$ cat src/rtl/chan_pkg.sv
package chan_pkg;
  // burst engine states
  typedef enum logic {
    BS_IDLE = 1'b0,
    BS_RUN  = 1'b1
  } burst_state_e;
endpackage

$ cat src/rtl/chan_wfifo.sv
module chan_wfifo #(
  parameter int DEPTH = 32,
  parameter int W     = 48,
  localparam int PW   = $clog2(DEPTH),
  localparam int CW   = PW + 1
) (
  input  logic          clk,
  input  logic          rst_n,
  input  logic          push,
  input  logic [W-1:0]  wdata,
  input  logic          pop,
  output logic [W-1:0]  rdata,
  output logic [CW-1:0] count,
  output logic          full,
  output logic          empty
);
  logic [W-1:0]  mem [DEPTH];
  logic [PW-1:0] wr_ptr, wr_ptr_n, rd_ptr, rd_ptr_n;
  logic [CW-1:0] cnt, cnt_n;
  logic          do_push, do_pop;

  assign full    = (cnt == CW'(DEPTH));
  assign empty   = (cnt == '0);
  assign do_push = push && !full;
  assign do_pop  = pop && !empty;
  assign count   = cnt;
  assign rdata   = mem[rd_ptr];

  always_comb begin
    wr_ptr_n = wr_ptr;
    rd_ptr_n = rd_ptr;
    if (do_push) wr_ptr_n = (wr_ptr == PW'(DEPTH - 1)) ? '0 : wr_ptr + 1'b1;
    if (do_pop)  rd_ptr_n = (rd_ptr == PW'(DEPTH - 1)) ? '0 : rd_ptr + 1'b1;
    cnt_n = cnt + CW'(do_push) - CW'(do_pop);
  end

  always_ff @(posedge clk or negedge rst_n) begin
    if (!rst_n) begin
      wr_ptr <= '0;
      rd_ptr <= '0;
      cnt    <= '0;
    end else begin
      wr_ptr <= wr_ptr_n;
      rd_ptr <= rd_ptr_n;
      cnt    <= cnt_n;
    end
  end

  // storage has no reset; written only under its enable
  always_ff @(posedge clk) begin
    if (do_push) mem[wr_ptr] <= wdata;
  end

  a_r2_count_bound: assert property (@(posedge clk) disable iff (!rst_n)
    cnt <= CW'(DEPTH));
  a_r2_full_blocks: assert property (@(posedge clk) disable iff (!rst_n)
    full && push && !pop |=> full && (count == $past(count)));
  a_r1_pop_nonempty: assert property (@(posedge clk) disable iff (!rst_n)
    pop |-> !empty);
endmodule

$ cat src/rtl/chan_burst.sv
module chan_burst
  import chan_pkg::*;
#(
  parameter int BURST = 4,
  parameter int CW    = 6,
  localparam int RW   = $clog2(BURST + 1)
) (
  input  logic          clk,
  input  logic          rst_n,
  input  logic [CW-1:0] count,
  input  logic          flush,
  input  logic          ack,
  output logic          req,
  output logic          pop
);
  burst_state_e st, st_n;
  logic [RW-1:0] rem, rem_n;

  always_comb begin
    st_n  = st;
    rem_n = rem;
    pop   = 1'b0;
    unique case (st)
      BS_IDLE: begin
        if (count >= CW'(BURST)) begin
          st_n  = BS_RUN;
          rem_n = RW'(BURST);
        end else if (flush && count != '0) begin
          st_n  = BS_RUN;
          rem_n = RW'(count);
        end
      end
      BS_RUN: begin
        if (ack) begin
          pop   = 1'b1;
          rem_n = rem - RW'(1);
          if (rem == RW'(1)) st_n = BS_IDLE;
        end
      end
      default: st_n = BS_IDLE;
    endcase
  end

  always_ff @(posedge clk or negedge rst_n) begin
    if (!rst_n) begin
      st  <= BS_IDLE;
      rem <= '0;
    end else begin
      st  <= st_n;
      rem <= rem_n;
    end
  end

  assign req = (st == BS_RUN);

  a_r6_req_hold: assert property (@(posedge clk) disable iff (!rst_n)
    req && !ack |=> req);
  a_r4_start_rule: assert property (@(posedge clk) disable iff (!rst_n)
    $rose(req) |-> ($past(count) >= CW'(BURST)) || $past(flush));
  a_r4_len_bound: assert property (@(posedge clk) disable iff (!rst_n)
    rem <= RW'(BURST));
endmodule

$ cat src/rtl/chan_rdbuf.sv
module chan_rdbuf #(
  parameter int W = 32
) (
  input  logic         clk,
  input  logic         rst_n,
  input  logic         in_valid,
  input  logic [W-1:0] in_data,
  output logic         in_ready,
  input  logic         rd,
  output logic [W-1:0] rdata,
  output logic         irq
);
  logic         held, held_n;
  logic [W-1:0] word;
  logic         load, clear;

  assign in_ready = !held;
  assign load     = in_valid && !held;
  assign clear    = rd && held;

  always_comb begin
    held_n = held;
    if (load)       held_n = 1'b1;
    else if (clear) held_n = 1'b0;
  end

  always_ff @(posedge clk or negedge rst_n) begin
    if (!rst_n) held <= 1'b0;
    else        held <= held_n;
  end

  always_ff @(posedge clk or negedge rst_n) begin
    if (!rst_n)    word <= '0;
    else if (load) word <= in_data;
  end

  assign rdata = word;
  assign irq   = held;

  a_r8_clear: assert property (@(posedge clk) disable iff (!rst_n)
    rd && irq |=> !irq);
  a_r7_no_overwrite: assert property (@(posedge clk) disable iff (!rst_n)
    irq && !rd |=> irq && $stable(rdata));
  a_r7_capture: assert property (@(posedge clk) disable iff (!rst_n)
    in_valid && in_ready |=> irq && (rdata == $past(in_data)));
endmodule

$ cat src/rtl/chan_adapter.sv
module chan_adapter #(
  parameter int ADDR_W = 16,
  parameter int DATA_W = 32,
  parameter int DEPTH  = 32,
  parameter int BURST  = 4
) (
  input  logic              clk,
  input  logic              rst_n,
  input  logic              ib_en,
  input  logic              ib_wr,
  input  logic [ADDR_W-1:0] ib_addr,
  input  logic [DATA_W-1:0] ib_wdata,
  output logic              ib_wready,
  input  logic              ib_rd,
  output logic [DATA_W-1:0] ib_rdata,
  output logic              irq,
  input  logic              wr_flush,
  output logic              full,
  output logic              net_req,
  input  logic              net_ack,
  output logic [ADDR_W-1:0] net_addr,
  output logic [DATA_W-1:0] net_data_out,
  input  logic [DATA_W-1:0] net_data_in,
  input  logic              net_rvalid,
  output logic              net_rready
);
  localparam int EW = ADDR_W + DATA_W;
  localparam int CW = $clog2(DEPTH) + 1;

  logic          wr_go, rd_go, pop, q_empty;
  logic [EW-1:0] head;
  logic [CW-1:0] q_count;

  assign wr_go = ib_en && ib_wr;
  assign rd_go = ib_en && ib_rd;

  chan_wfifo #(.DEPTH(DEPTH), .W(EW)) u_fifo (
    .clk   (clk),
    .rst_n (rst_n),
    .push  (wr_go),
    .wdata ({ib_addr, ib_wdata}),
    .pop   (pop),
    .rdata (head),
    .count (q_count),
    .full  (full),
    .empty (q_empty)
  );

  chan_burst #(.BURST(BURST), .CW(CW)) u_burst (
    .clk   (clk),
    .rst_n (rst_n),
    .count (q_count),
    .flush (wr_flush),
    .ack   (net_ack),
    .req   (net_req),
    .pop   (pop)
  );

  chan_rdbuf #(.W(DATA_W)) u_rdbuf (
    .clk      (clk),
    .rst_n    (rst_n),
    .in_valid (net_rvalid),
    .in_data  (net_data_in),
    .in_ready (net_rready),
    .rd       (rd_go),
    .rdata    (ib_rdata),
    .irq      (irq)
  );

  assign ib_wready    = !full;
  assign net_addr     = head[EW-1 -: ADDR_W];
  assign net_data_out = head[DATA_W-1:0];

  a_r6_word_stable: assert property (@(posedge clk) disable iff (!rst_n)
    net_req && !net_ack |=> $stable(net_addr) && $stable(net_data_out));
  a_r1_req_has_data: assert property (@(posedge clk) disable iff (!rst_n)
    net_req |-> !q_empty);
  a_r3_disabled_no_push: assert property (@(posedge clk) disable iff (!rst_n)
    !ib_en && !pop |=> q_count == $past(q_count));
endmodule

$ cat config.mk
export PLATFORM = sky130hd
export DESIGN_NAME = chan_adapter
export DESIGN_NICKNAME = d
export VERILOG_FILES = /design/src/rtl/chan_pkg.sv /design/src/rtl/chan_wfifo.sv /design/src/rtl/chan_burst.sv /design/src/rtl/chan_rdbuf.sv /design/src/rtl/chan_adapter.sv
export SDC_FILE = /design/constraint.sdc
export NUM_CORES = 2
export LEC_CHECK = 0
export CELL_PAD_IN_SITES_DETAIL_PLACEMENT = 0
export CELL_PAD_IN_SITES_GLOBAL_PLACEMENT = 1
export CORE_ASPECT_RATIO = 0.5
export CORE_MARGIN = 2
export CORE_UTILIZATION = 48
export CTS_CLUSTER_SIZE = 12
export DETAILED_ROUTE_END_ITERATION = 8
export PLACE_DENSITY = 0.74
export SLEW_MARGIN = 5
export SYNTH_ARGS = -nofsm -noshare
export SYNTH_HDL_FRONTEND = slang
export SYNTH_SLANG_ARGS = --single-unit
export TNS_END_PERCENT = 5
$ cat constraint.sdc
create_clock -name clk -period 3.8 [get_ports clk]
set_input_delay 0.95 -clock clk [delete_from_list [all_inputs] [get_ports clk]]
set_output_delay 0.95 -clock clk [all_outputs]
set_load 0.1 [all_outputs]
==> qor.yml <==
drt_iter0_drc: 3881
die_x_um: 509
critPathRequiredTime_ns: 2.85
skew_ns: 0.0327
syn_area_mm2: 0.0612
ys.flop_type: "edfxtp_1"
fin_ws_ns: -0.111
p_int_w: 0.0356
powerDensity_mw_per_mm2: 761
drc: 0
vias: 33400
yosysWarnings: 0
avgViaCountPerCell: 6.15
failed_checks: "negative setup slack"
syn2layout_area_growth_pct: 19.7
die_area_mm2: 0.131
fmax_ghz: 0.256
swShare_pct: 36.2
cap_violations: 0
switchingPower_w: 0.0202
clock_latency_ns: 0.79
p_clk_share_pct: 24.2
start_util_pct: 48.5
fillerInstances: 9122
netlist.top_cell.by_area: "edfxtp_1"
critPathCaptureType: "primary output"
final_core_util_pct: 58.0
synth_nets: 3381
grt_pass1_wl_um: 229000
port_buffers: 172
clock_sinks: 1589
post_route_cells_drive_above_1_share_pct: 17.2
cts-hold-fix-buffers: 0
cts_tree: "yes"
synth.area.top_cells: "edfxtp_1 75%, mux2i_1 13%, a22oi_1 4.7%"
die_h_um: 257
htree_num_levels: 4
ys_async_sr_fraction_pct: 3.34
detail_route.first_pass.iterations: 5
clk_pin_slew_ns: 0.07
ir_drop_mv: 0.824
max_slew_margin_pct: 19.1
p_seq_share_pct: 36.0
antenna_found_initial: 1
crit_type: "reg -> out"
rsz0062_at_grt: "yes"
row_count: 92
leakage_nw: 25.0
syn_inst: 3274
dp_hpwl_um: 84700
io-pin-count: 173
grt-ovfl-total: 0
tns_ns: -1.94
clockBufferDepth: 3
power_w: 0.0557
fin_crit_ns: 3.91
place_ws_ns: 0.328
timing.final.max_slew_violations: 0
first_global_vias: 32500
nets: 3796
ant_nets: 0
postSynthAreaPerCell_um2: 18.7
hold_violations: 0
worst_hold_path_type: "in -> async"
grtUsageTotal_pct: 24.4
synth_cell_types: 51
p_comb_share_pct: 39.8
coreArea_mm2: 0.126
wl_um: 162000
worst_pin_slew_ns: 1.21
synth_top_area_share_pct: 75.3
cts-root-buf: "clkbuf_16"
synth_seq_cells: 1589
diodes: 0
cts_buffers: 151
outcome: "finished with violations"
gp_congestion: 0.774
synth_edf_count: 1536
finalCritPeriodShare_pct: 103
avgRoutedWirePerCell_um: 29.9
setup_violations: 44
start_kind: "register"
crit_fanout: 13
crit_arrival_ns: 2.96
seq_area_frac_synth_pct: 77.5
grt_max_degree: 42
==> per-layer routing <==
metal	global-route usage [%]	vias up	part of all wire (%)
met3	4.20	216	8.5
met2	37.1	1541	46
met1	36.8	17500	44
li1	-	14100	-
met4	6.05	0	2.1
met5	0	-	0
==> cell usage after synthesis, drive strengths merged (2+ instances only) <==
library cell     n
buf            144
inv             21
a21o             2
xnor2            4
or3              2
a22o             2
ha              18
dfrtp           53
mux2i          768
nor4b            4
xor2             2
and3             2
o21ai            8
and4bb           5
clkbuf          37
nand3b           4
edfxtp        1536
nand3            6
and2             2
or3b             2
nand2           20
mux2            32
and4b            4
nor2b            2
a22oi          384
nand4           96
a21oi            8
nor2            88
==> flip-flops by register name (all words and copies together) (netlist names) <==
signal / flops
u_fifo.rd_ptr: 5
u_burst.rem: 3
u_fifo.wr_ptr: 5
u_burst.req: 1
u_fifo.mem: 1536
u_rdbuf.irq: 1
u_rdbuf.rdata: 32
u_fifo.count: 6
==> layout by cell type (no fill, tap or decap), types with 22 or more instances in the layout <==
master	n
nand4_1	96
a22oi_2	33
nor2_4	50
dfrtp_1	48
clkbuf_16	156
buf_16	27
clkdlybuf4s50_1	119
a22oi_1	351
edfxtp_1	1536
clkbuf_1	23
buf_12	127
buf_6	28
mux2i_1	768
buf_4	128
nor2_2	22
==> cell families (layout without fill, tap and decap cells) <==
| kind of cell | Yosys count | after routing | synth area share (%) |
|---|---|---|---|
| buffers and inverters | 202 | 653 | 1.62 |
| AO/OA/AOI/OAI | 414 | 414 | 5.03 |
| XOR/XNOR | 6 | 6 | 0.0858 |
| flip-flops | 1589 | 1589 | 77.5 |
| multiplexers | 800 | 800 | 13.1 |
| AND/OR/NAND/NOR | 244 | 246 | 2.23 |
| adder cells (fa/ha/maj) | 19 | 19 | 0.400 |
==> critical path: stages (launching register included) <==
cell	delay [ns]
dfrtp_4	0.57
buf_12	0.19
buf_4	0.16
buf_12	0.13
buf_16	0.15
mux2i_1	0.12
a22oi_1	0.19
nand4_1	0.22
nor2_4	0.21
buf_12	0.19
==> through the flow <==
step,instance area [um2],hold WS [ns],instances
after floorplan,61300,0.552,3274
after global placement,67400,0.467,5150
after detailed placement,67400,0.474,5150
after CTS,72900,0.0942,5398
after global routing,73300,0.129,5419
final,73300,0.125,5419
==> timing repair <==
item | CTS | global route
buffers inserted | 40 | 18
gates cloned | 17 | 4
endpoints found under the setup margin | 48 | 48
gates resized for setup | 137 | 48
pin swaps | 48 | 56
==> power groups by stage <==
stage          clock network [W]  registers, W  logic, W
2_1_floorplan                  0        0.0210    0.0122
3_3_place_gp                   0        0.0204    0.0199
5_1_grt                   0.0144        0.0201    0.0230
3_5_place_dp                   0        0.0205    0.0200
6_report                  0.0135        0.0201    0.0222
4_1_cts                   0.0137        0.0201    0.0218
==> area by class of cell <==
class	count	area [um2]	area share, %
Sequential cell	1589	47500	64.8
Multi-Input combinational cell	1485	13500	18.4
Timing Repair Buffer	441	5950	8.12
Clock buffer	175	3890	5.31
Tap cell	1692	2120	2.89
Clock inverter	16	263	0.359
Inverter	21	78.8	0.108
==> worst paths after layout <==
| check | startpoint | end | slack, ns | cells after the start |
|---|---|---|---|---|
| setup reg to reg | u_fifo.count[2]$_DFF_PN0_ | u_fifo.mem[27][16]$_DFFE_PP_ | 1.01 | 9 |
| min in group clk | u_rdbuf.rdata[21]$_DFFE_PN0P_ | u_rdbuf.rdata[21]$_DFFE_PN0P_ | 0.48 | 1 |
| hold / removal | rst_n | u_rdbuf.irq$_DFFE_PN0P_ | 0.12 | 1 |
| hold reg to reg | u_rdbuf.rdata[21]$_DFFE_PN0P_ | u_rdbuf.rdata[21]$_DFFE_PN0P_ | 0.48 | 1 |
| max in group asynchronous | rst_n | u_fifo.wr_ptr[2]$_DFFE_PN0N_ | 3.02 | 2 |
| setup / recovery | u_fifo.rd_ptr[0]$_DFFE_PN0P_ | net_addr[6] | -0.11 | 9 |
(Power assumes the default switching activity.)
